### src/rtl/io_win_pkg.sv
package io_win_pkg;
  localparam logic [3:0] OFS_TEST   = 4'h0;
  localparam logic [3:0] OFS_CTRL   = 4'h1;
  localparam logic [3:0] OFS_INDEX  = 4'h2;
  localparam logic [3:0] OFS_DATA   = 4'h3;
  localparam logic [3:0] OFS_PORT0  = 4'h4;
  localparam logic [3:0] OFS_LATCH0 = 4'h8;
  localparam int CTRL_ROM_BIT = 7;
  localparam int CTRL_CLR_LSB = 4;
endpackage

### src/rtl/io_ctrl_reg.sv
module io_ctrl_reg #(
  parameter int DW      = 8,
  parameter int NTIMER  = 3,
  parameter int NPAIR   = 2,
  parameter bit ROM_RST = 1'b1
) (
  input  logic              clk,
  input  logic              rst,
  input  logic              wr_en,
  input  logic [DW-1:0]     wdata,
  output logic [NTIMER-1:0] timer_en,
  output logic              rom_en,
  output logic [NPAIR-1:0]  clr_pair
);
  import io_win_pkg::*;

  // pair clears act in the cycle of the write
  assign clr_pair = wr_en ? wdata[CTRL_CLR_LSB +: NPAIR] : '0;

  always_ff @(posedge clk) begin
    if (rst) begin
      timer_en <= '0;
      rom_en   <= ROM_RST;
    end else if (wr_en) begin
      timer_en <= wdata[NTIMER-1:0];
      rom_en   <= wdata[CTRL_ROM_BIT];
    end
  end
endmodule

### src/rtl/io_port_bank.sv
module io_port_bank #(
  parameter int DW    = 8,
  parameter int NPORT = 4,
  localparam int PW    = $clog2(NPORT),
  localparam int NPAIR = NPORT / 2
) (
  input  logic                clk,
  input  logic                rst,
  input  logic                host_wr,
  input  logic [PW-1:0]       host_sel,
  input  logic [DW-1:0]       host_wdata,
  input  logic                cpu_wr,
  input  logic [PW-1:0]       cpu_sel,
  input  logic [DW-1:0]       cpu_wdata,
  input  logic [NPAIR-1:0]    clr_pair,
  output logic [NPORT*DW-1:0] in_flat,
  output logic [NPORT*DW-1:0] out_flat
);
  for (genvar i = 0; i < NPORT; i++) begin : g_port
    logic [DW-1:0] in_q, out_q;
    always_ff @(posedge clk) begin
      if (rst) in_q <= '0;
      else if (clr_pair[i/2]) in_q <= '0;
      else if (host_wr && host_sel == PW'(i)) in_q <= host_wdata;
    end
    always_ff @(posedge clk) begin
      if (rst) out_q <= '0;
      else if (cpu_wr && cpu_sel == PW'(i)) out_q <= cpu_wdata;
    end
    assign in_flat[i*DW +: DW]  = in_q;
    assign out_flat[i*DW +: DW] = out_q;
  end
endmodule

### src/rtl/io_indirect.sv
module io_indirect #(
  parameter int DW    = 8,
  parameter int RF_AW = 7
) (
  input  logic             clk,
  input  logic             rst,
  input  logic             wr_index,
  input  logic             wr_data,
  input  logic [DW-1:0]    wdata,
  output logic [DW-1:0]    index_q,
  output logic [RF_AW-1:0] rf_addr,
  output logic             rf_we,
  output logic [DW-1:0]    rf_wdata
);
  logic in_range;
  assign in_range = (index_q[DW-1:RF_AW] == '0);
  assign rf_addr  = index_q[RF_AW-1:0];

  always_ff @(posedge clk) begin
    if (rst) begin
      index_q  <= '0;
      rf_we    <= 1'b0;
      rf_wdata <= '0;
    end else begin
      rf_we <= 1'b0;
      if (wr_index) index_q <= wdata;
      if (wr_data && in_range) begin
        rf_we    <= 1'b1;
        rf_wdata <= wdata;
      end
    end
  end
endmodule

### src/rtl/io_window_decoder.sv
module io_window_decoder #(
  parameter int          AW       = 16,
  parameter int          DW       = 8,
  parameter int          RF_AW    = 7,
  parameter int          NPORT    = 4,
  parameter int          NTIMER   = 3,
  parameter int          NLATCH   = 2,
  parameter logic [15:0] WIN_BASE = 16'h00F0,
  localparam int PW = $clog2(NPORT)
) (
  input  logic                clk,
  input  logic                rst,
  input  logic [AW-1:0]       cpu_addr,
  input  logic [DW-1:0]       cpu_wdata,
  input  logic                cpu_wr,
  input  logic                cpu_rd,
  output logic [DW-1:0]       cpu_rdata,
  output logic                rd_hit,
  output logic                ram_we,
  output logic [AW-1:0]       ram_addr,
  output logic [DW-1:0]       ram_wdata,
  output logic [RF_AW-1:0]    rf_addr,
  output logic                rf_we,
  output logic [DW-1:0]       rf_wdata,
  input  logic [DW-1:0]       rf_rdata,
  input  logic                host_wr,
  input  logic [PW-1:0]       host_sel,
  input  logic [DW-1:0]       host_wdata,
  output logic [NPORT*DW-1:0] out_ports,
  output logic [NTIMER-1:0]   timer_en,
  output logic                rom_en
);
  import io_win_pkg::*;

  logic          in_win;
  logic [3:0]    ofs;
  logic          is_port;
  logic [PW-1:0] port_idx;
  logic          wr_win;

  assign in_win   = (cpu_addr[AW-1:4] == WIN_BASE[AW-1:4]);
  assign ofs      = cpu_addr[3:0];
  assign is_port  = (ofs >= OFS_PORT0) && (ofs < OFS_PORT0 + 4'(NPORT));
  assign port_idx = PW'(ofs - OFS_PORT0);
  assign wr_win   = cpu_wr && in_win;

  // mirror of every write into backing RAM
  always_ff @(posedge clk) begin
    if (rst) begin
      ram_we    <= 1'b0;
      ram_addr  <= '0;
      ram_wdata <= '0;
    end else begin
      ram_we <= cpu_wr;
      if (cpu_wr) begin
        ram_addr  <= cpu_addr;
        ram_wdata <= cpu_wdata;
      end
    end
  end

  logic [NPORT/2-1:0] clr_pair;

  io_ctrl_reg #(.DW(DW), .NTIMER(NTIMER), .NPAIR(NPORT/2)) u_ctrl (
    .clk      (clk),
    .rst      (rst),
    .wr_en    (wr_win && ofs == OFS_CTRL),
    .wdata    (cpu_wdata),
    .timer_en (timer_en),
    .rom_en   (rom_en),
    .clr_pair (clr_pair)
  );

  logic [NPORT*DW-1:0] in_flat;

  io_port_bank #(.DW(DW), .NPORT(NPORT)) u_ports (
    .clk        (clk),
    .rst        (rst),
    .host_wr    (host_wr),
    .host_sel   (host_sel),
    .host_wdata (host_wdata),
    .cpu_wr     (wr_win && is_port),
    .cpu_sel    (port_idx),
    .cpu_wdata  (cpu_wdata),
    .clr_pair   (clr_pair),
    .in_flat    (in_flat),
    .out_flat   (out_ports)
  );

  logic [DW-1:0] index_q;

  io_indirect #(.DW(DW), .RF_AW(RF_AW)) u_ind (
    .clk      (clk),
    .rst      (rst),
    .wr_index (wr_win && ofs == OFS_INDEX),
    .wr_data  (wr_win && ofs == OFS_DATA),
    .wdata    (cpu_wdata),
    .index_q  (index_q),
    .rf_addr  (rf_addr),
    .rf_we    (rf_we),
    .rf_wdata (rf_wdata)
  );

  // scratch bytes
  logic [NLATCH*DW-1:0] latch_flat;
  for (genvar j = 0; j < NLATCH; j++) begin : g_latch
    logic [DW-1:0] q;
    always_ff @(posedge clk) begin
      if (rst) q <= '0;
      else if (wr_win && ofs == OFS_LATCH0 + 4'(j)) q <= cpu_wdata;
    end
    assign latch_flat[j*DW +: DW] = q;
  end

  logic [DW-1:0] rd_mux;
  always_comb begin
    rd_mux = '0;
    if (in_win) begin
      if (ofs == OFS_INDEX) rd_mux = index_q;
      else if (ofs == OFS_DATA) rd_mux = rf_rdata;
      else if (is_port) rd_mux = in_flat[port_idx*DW +: DW];
      else if (ofs >= OFS_LATCH0 && ofs < OFS_LATCH0 + 4'(NLATCH))
        rd_mux = latch_flat[(ofs - OFS_LATCH0)*DW +: DW];
    end
  end

  always_ff @(posedge clk) begin
    if (rst) begin
      cpu_rdata <= '0;
      rd_hit    <= 1'b0;
    end else begin
      rd_hit <= cpu_rd && in_win;
      if (cpu_rd) cpu_rdata <= rd_mux;
    end
  end
endmodule

### config.mk
export PLATFORM = sky130hd
export DESIGN_NAME = io_window_decoder
export DESIGN_NICKNAME = d
export VERILOG_FILES = /design/src/rtl/io_win_pkg.sv /design/src/rtl/io_ctrl_reg.sv /design/src/rtl/io_port_bank.sv /design/src/rtl/io_indirect.sv /design/src/rtl/io_window_decoder.sv
export SDC_FILE = /design/constraint.sdc
export NUM_CORES = 1
export LEC_CHECK = 0
export ABC_AREA = 1
export CAP_MARGIN = 30
export CORE_UTILIZATION = 35
export DETAILED_ROUTE_END_ITERATION = 6
export SETUP_SLACK_MARGIN = 0.4
export SKIP_CTS_REPAIR_TIMING = 1
export SYNTH_ARGS = -nofsm -noshare
export SYNTH_HDL_FRONTEND = slang
export SYNTH_HIERARCHICAL = 1
export SYNTH_SLANG_ARGS = --single-unit
### constraint.sdc
create_clock -name clk -period 1.9 [get_ports clk]
set_input_delay 0.285 -clock clk [delete_from_list [all_inputs] [get_ports clk]]
set_output_delay 0.285 -clock clk [all_outputs]
set_load 0.03 [all_outputs]
==> flow_summary.ini, run 1 <==
[setup_path]
r2r-start = g_latch[0].q[6]$_SDFFE_PP0P_
crit_type = in -> reg
reg2regPathDepth = 6
startpoint_type = input pin
slowest_stage = nor3_4
crit_path_end_kind = flop
critPathArrivalTime_ns = 1.88
cp.required_ns = 2.21
r2r_slack_ns = 0.78
worstPathBufferInverterCount = 3
cp_slowest_stage_delay_ns = 0.28
worstReg2RegEnd = cpu_rdata[6]$_SDFFE_PP0P_
crit_fanout = 8
cp_cell_sequence = buf_8 -> nor2_4 -> nand3_4 -> nor3_4 -> nand2_2 -> nor3_4 -> buf_6 -> nand3_2 -> buf_8 -> nand2_2 -> a21oi_2
critPathTopFamily = simple AND/OR/NAND/NOR gates

[sta]
fin_tns_setup_ns = 0
maxSlewHeadroom_pct = 64.1
drv_slew = 0
fin_crit_ns = 1.57
clock.fmax_mhz = 638
worstMarginPinSlew_ns = 0.537
fin_worst_skew_ns = 0.00787
grt_setup_unrepaired = yes
finalSetupViolations = 0
min_period_over_period_pct = 82.5
holdWs_ns = 0.112
hold_viol_final = 0

[hold_path]
holdPathEnd = ram_addr[9]$_SDFFE_PP0P_
hp-start = cpu_addr[9]
hold_class = in -> reg
hold_path_depth = 3

[global_routing]
grt_max_degree = 28
grt_usage_pct = 20.3
grt_pass1_vias = 5202
grt_overflow_total = 0
grt_pass1_wl_um = 28200
antenna_found_initial = 0

[detailed_routing]
drtIter0Drc = 371
ant_nets = 0
wl_um = 18800
dr.pass1.iters = 5
via_count = 5977
wl_per_cell_um = 14.5
drc = 0
via_per_inst = 4.63

[clock_network]
tritoncts = built
path_clk_slew_ns = 0.06
cts_made_buffers = 17
clock_path_buffers = 2
cts_sinks = 135
cts-root-buf = clkbuf_16
ctsHtreeMaxLevel = 4
clock_latency_ns = 0.42

[die]
core.rowCount = 48
start_util_pct = 35.6
pin_count = 133
fp.dieW_um = 134
dieArea_um2 = 18100
die_y_um = 134
coreArea_um2 = 17200

[place]
portBuffers = 132
gp_congestion = 0.802
post-place-cells = 1247
placed_cell_area_um2 = 7880
dpl.hpwl_um = 12800

[synthesis]
ys_seq_area_share_pct = 44.0
yosys-top-cells-area = dfxtp_1, nand2_1, nor2_1
ys_warn_count = 6
synth.distinct_cells = 31
yosys.area.top_type = dfxtp_1
netlist_area_um2 = 6140
syn_area_per_cell_um2 = 6.94
syn_nets = 932
synth_top_area_share_pct = 44.0
synthCells = 885
yosys_register_bits = 135

[final_layout]
final_cells = 1292
drive_gt1_share_pct = 16.8
fin_area_um2 = 9160
final_nets = 1103
fillers = 1612
antenna_cells = 0
area_delta_synth_final_pct = 49.2

[run]
drv_cap = 0

[pwr]
power_mw = 7.34
p_per_area_nw_per_um2 = 801
ir_drop_mv = 0.614
p_leak_nw = 5.53

[outcome]
status = finished clean
==> flip-flops by register name, indices dropped and copies added, names as in the netlist <==
name and count:
u_ports/g_port.in_q 32, u_ports/g_port.out_q 32, g_latch.q 16, ram_addr 16
cpu_rdata 8, ram_wdata 8, u_ind/index_q 8, u_ind/rf_wdata 8
u_ctrl/timer_en 3, ram_we 1, rd_hit 1, u_ctrl/rom_en 1
u_ind/rf_we 1
==> worst max path at each step <==
stage                             startpoint  cells after the start                                       to
4_1_cts        u_ind/index_q[4]$_SDFFE_PP0P_                      1                               rf_addr[4]
3_3_place_gp                    cpu_addr[11]                     12   u_ports/g_port[3].in_q[7]$_SDFFE_PP0P_
3_5_place_dp                    cpu_addr[11]                     10  u_ports/g_port[1].out_q[1]$_SDFFE_PP0P_
5_1_grt                         cpu_addr[10]                     11  u_ports/g_port[3].out_q[6]$_SDFFE_PP0P_
2_1_floorplan                   cpu_addr[11]                     10  u_ports/g_port[2].out_q[1]$_SDFFE_PP0P_
6_report                        cpu_addr[10]                     11  u_ports/g_port[3].out_q[0]$_SDFFE_PP0P_
==> synthesized netlist by cell type, drive strengths merged <==
| cell type | n |
|---|---|
| nand4 | 20 |
| nand3 | 38 |
| inv | 93 |
| nor2 | 209 |
| buf | 37 |
| or2 | 4 |
| nor3 | 6 |
| nand2 | 215 |
| o21ai | 39 |
| a21oi | 50 |
| nand3b | 15 |
| dfxtp | 135 |
| clkbuf | 11 |
| a21boi | 8 |
| a211oi | 1 |
| o21a | 4 |
==> power by group <==
part / total, mW / switching, mW / leakage, nW / internal (mW)
Sequential: 2.93 / 0.0317 / 1.10 / 2.90
Combinational: 0.749 / 0.448 / 4.11 / 0.301
Clock: 3.66 / 1.21 / 0.322 / 2.45
Total: 7.34 / 1.69 / 5.53 / 5.65
==> placed cells by master, fill, tap and decap left out, drive strengths merged <==
| cell type | instances |
|---|---|
| a211oi | 1 |
| clkdlybuf4s50 | 29 |
| a21oi | 50 |
| bufinv | 5 |
| nand4 | 20 |
| a21boi | 8 |
| nor3 | 6 |
| nand3 | 40 |
| or2 | 4 |
| o21a | 4 |
| clkbuf | 25 |
| nand2 | 215 |
| dlymetal6s2s | 100 |
| nand3b | 15 |
| dfxtp | 135 |
| nor2 | 209 |
| buf | 66 |
| o21ai | 39 |
| inv | 93 |
| clkinv | 3 |
==> cells by family (layout without fill, tap and decap cells) <==
family          Yosys count  count (layout)  synth area share (%)
compound gates          102             102                  8.84
buf+inv                 141             321                  10.8
flops                   135             135                  44.0
simple gates            507             509                  36.3
==> worst register-to-register path: cells and delay by family (launching register included) <==
| family | cells | cell delay (ns) |
|---|---|---|
| and+or+nand+nor | 3 | 0.27 |
| DFF | 1 | 0.31 |
| AOI/OAI and AO/OA | 2 | 0.44 |
| buffers and inverters | 1 | 0.04 |
==> per-stage QoR <==
| stage | setup slack [ns] | util [%] |
|---|---|---|
| after CTS | 0.0706 | 49.5 |
| after floorplan | 0.217 | - |
| final | 0.333 | 53.2 |
| after detailed placement | -0.262 | 45.7 |
| after global placement | -0.225 | 45.7 |
| after global routing | 0.226 | 53.2 |
==> layer usage <==
layer / GRT usage (%) / wire, µm / up-vias
met5: 0 / 0 / -
met4: 7.12 / 216 / 0
met3: 3.97 / 795 / 13
met2: 31.5 / 8780 / 138
met1: 28.0 / 8990 / 2734
li1: - / - / 3092
==> final cells by class <==
cell class | count | area [µm²] | share of cell area, %
sequential | 135 | 2700 | 29.5
multi-input combinational | 611 | 2990 | 32.6
inverter | 93 | 357 | 3.89
clock buffer | 22 | 484 | 5.29
timing repair buffer | 198 | 2180 | 23.8
clock inverter | 8 | 169 | 1.84
tap | 225 | 282 | 3.07
Power figures use the tool's default switching activity.
==> inputs of run 2 (changes only) <==
==> constraint.sdc (replaced) <==
create_clock -name clk -period 1.6 [get_ports clk]
set_input_delay 0.24 -clock clk [delete_from_list [all_inputs] [get_ports clk]]
set_output_delay 0.24 -clock clk [all_outputs]
set_load 0.03 [all_outputs]
==> run 2 against run 1 <==
  * Setup slack lost 0.12 ns
  * Register-to-register slack worse by 0.32 ns
  * Critical path depth shrank 1
  * Total power up 12%
  * Clock skew shrank 0.0012 ns
  * Core utilization hardly changed
  * Final cell count grew 1.5%
  * Combinational power rose by 27%
  * Hold slack got worse by 0.039 ns
  * Sequential cell count is the same
==> flow_summary.ini, run 2 (same netlist as run 1, synthesis figures left out) <==
[clock_network]
cts_made_buffers = 17
tritoncts = built
path_clk_slew_ns = 0.06
clock_latency_ns = 0.42
ctsHtreeMaxLevel = 4
clock_path_buffers = 2
cts-root-buf = clkbuf_16
cts_sinks = 135

[sta]
min_period_over_period_pct = 87.0
fin_worst_skew_ns = 0.00663
worstMarginPinSlew_ns = 0.468
finalSetupViolations = 0
grt_setup_unrepaired = yes
clock.fmax_mhz = 719
drv_slew = 0
maxSlewHeadroom_pct = 68.7
fin_crit_ns = 1.39
hold_viol_final = 0

[setup_path]
crit_type = in -> reg
cp_cell_sequence = buf_6 -> nor2_4 -> nand3_4 -> nor3_4 -> nand2_4 -> nor3_4 -> buf_12 -> clkbuf_16 -> nand4_1 -> a21oi_2
critPathArrivalTime_ns = 1.75
crit_path_end_kind = flop
cpMostUsedCell = nor3_4
worstPathBufferInverterCount = 3
slowest_stage = nor3_4
cp_slowest_stage_delay_ns = 0.27
cp.required_ns = 1.96
critPathTopFamily = simple AND/OR/NAND/NOR gates
crit_fanout = 8
startpoint_type = input pin

[place]
dpl.hpwl_um = 12800
gp_congestion = 0.884
placed_cell_area_um2 = 8040
post-place-cells = 1260
portBuffers = 132

[detailed_routing]
drc = 0
wl_um = 19200
wl_per_cell_um = 14.7
via_per_inst = 4.69
dr.pass1.iters = 5
drtIter0Drc = 465
via_count = 6159
ant_nets = 0

[final_layout]
final_cells = 1312
layout_commonest_cell = nor2_1
seqCellArea_um2 = 2750
multiInputGateArea_um2 = 3100
fin_area_um2 = 9150
drive_gt1_share_pct = 29.1
area_delta_synth_final_pct = 49.1
final_nets = 1120
fillers = 1713
layout_common_cells = nor2_1, nand2_1, dfxtp_1, buf_4, inv_1
reg.largest.list = u_ports/g_port.in_q (32), u_ports/g_port.out_q (32)

[die]
start_util_pct = 35.6
dieArea_um2 = 18100
coreArea_um2 = 17200
core.rowCount = 48
fp.dieW_um = 134
pin_count = 133
die_y_um = 134

[pwr]
p_per_area_nw_per_um2 = 896
ir_drop_mv = 0.684
p_leak_nw = 4.36
power_mw = 8.20

[global_routing]
grt_pass1_wl_um = 28500
grt_pass1_vias = 5252
grt_usage_pct = 20.6
antenna_found_initial = 1
grt_overflow_total = 0
grt_max_degree = 39

[hold_path]
hold_class = in -> reg

[run]
drv_cap = 0

[outcome]
status = finished clean
run 2: area by class of cell:
| class | instances | share of cell area, % |
|---|---|---|
| Timing Repair Buffer | 213 | 22.9 |
| Tap cell | 225 | 3.08 |
| Multi-Input combinational cell | 613 | 33.8 |
| Antenna cell | 1 | 0.0273 |
| Clock inverter | 14 | 1.48 |
| Clock buffer | 18 | 4.69 |
| Sequential cell | 135 | 30.1 |
| Inverter | 93 | 3.90 |
run 2: tightest hold or removal path, delay by kind of cell:
kind          cells  cell delay (ns)
simple gates      2             0.13
buf+inv           1             0.08
run 2: worst paths after layout:
path | start | endpoint | slack, ns | depth (start not counted)
max | cpu_addr[10] | u_ports/g_port[3].out_q[1]$_SDFFE_PP0P_ | 0.21 | 10
min | cpu_addr[10] | ram_addr[10]$_SDFFE_PP0P_ | 0.07 | 3
max reg2reg | g_latch[0].q[0]$_SDFFE_PP0P_ | cpu_rdata[0]$_SDFFE_PP0P_ | 0.46 | 6
min reg2reg | u_ctrl/rom_en$_SDFFE_PP1P_ | u_ctrl/rom_en$_SDFFE_PP1P_ | 0.46 | 2
run 2: routing by layer:
metal / track usage [%] / part of all wire [%] / wire [µm] / up-vias
met2: 31.9 / 46 / 8900 / 191
met1: 28.4 / 47 / 9080 / 2804
li1: - / - / - / 3144
met3: 4.50 / 5.3 / 1020 / 20
met4: 6.30 / 1.3 / 249 / 0
met5: 0 / 0 / 0 / -
run 2: power by group:
| part | internal (mW) | switching, mW |
|---|---|---|
| registers | 3.43 | 0.0412 |
| clock network | 2.27 | 1.51 |
| logic | 0.395 | 0.558 |
| total | 6.10 | 2.11 |
run 2: through the flow:
| stage | hold slack, ns | util, % | setup TNS (ns) | setup slack, ns |
|---|---|---|---|---|
| final | 0.0731 | 53.1 | 0 | 0.208 |
| after global routing | 0.0742 | 53.1 | 0 | 0.121 |
| after CTS | 0.417 | 49.9 | -9.77 | -0.223 |
| after detailed placement | 0.451 | 46.7 | -45.70 | -0.509 |
| after global placement | 0.444 | 46.7 | -41.96 | -0.448 |
| after floorplan | 0.316 | - | -0.765 | -0.0381 |
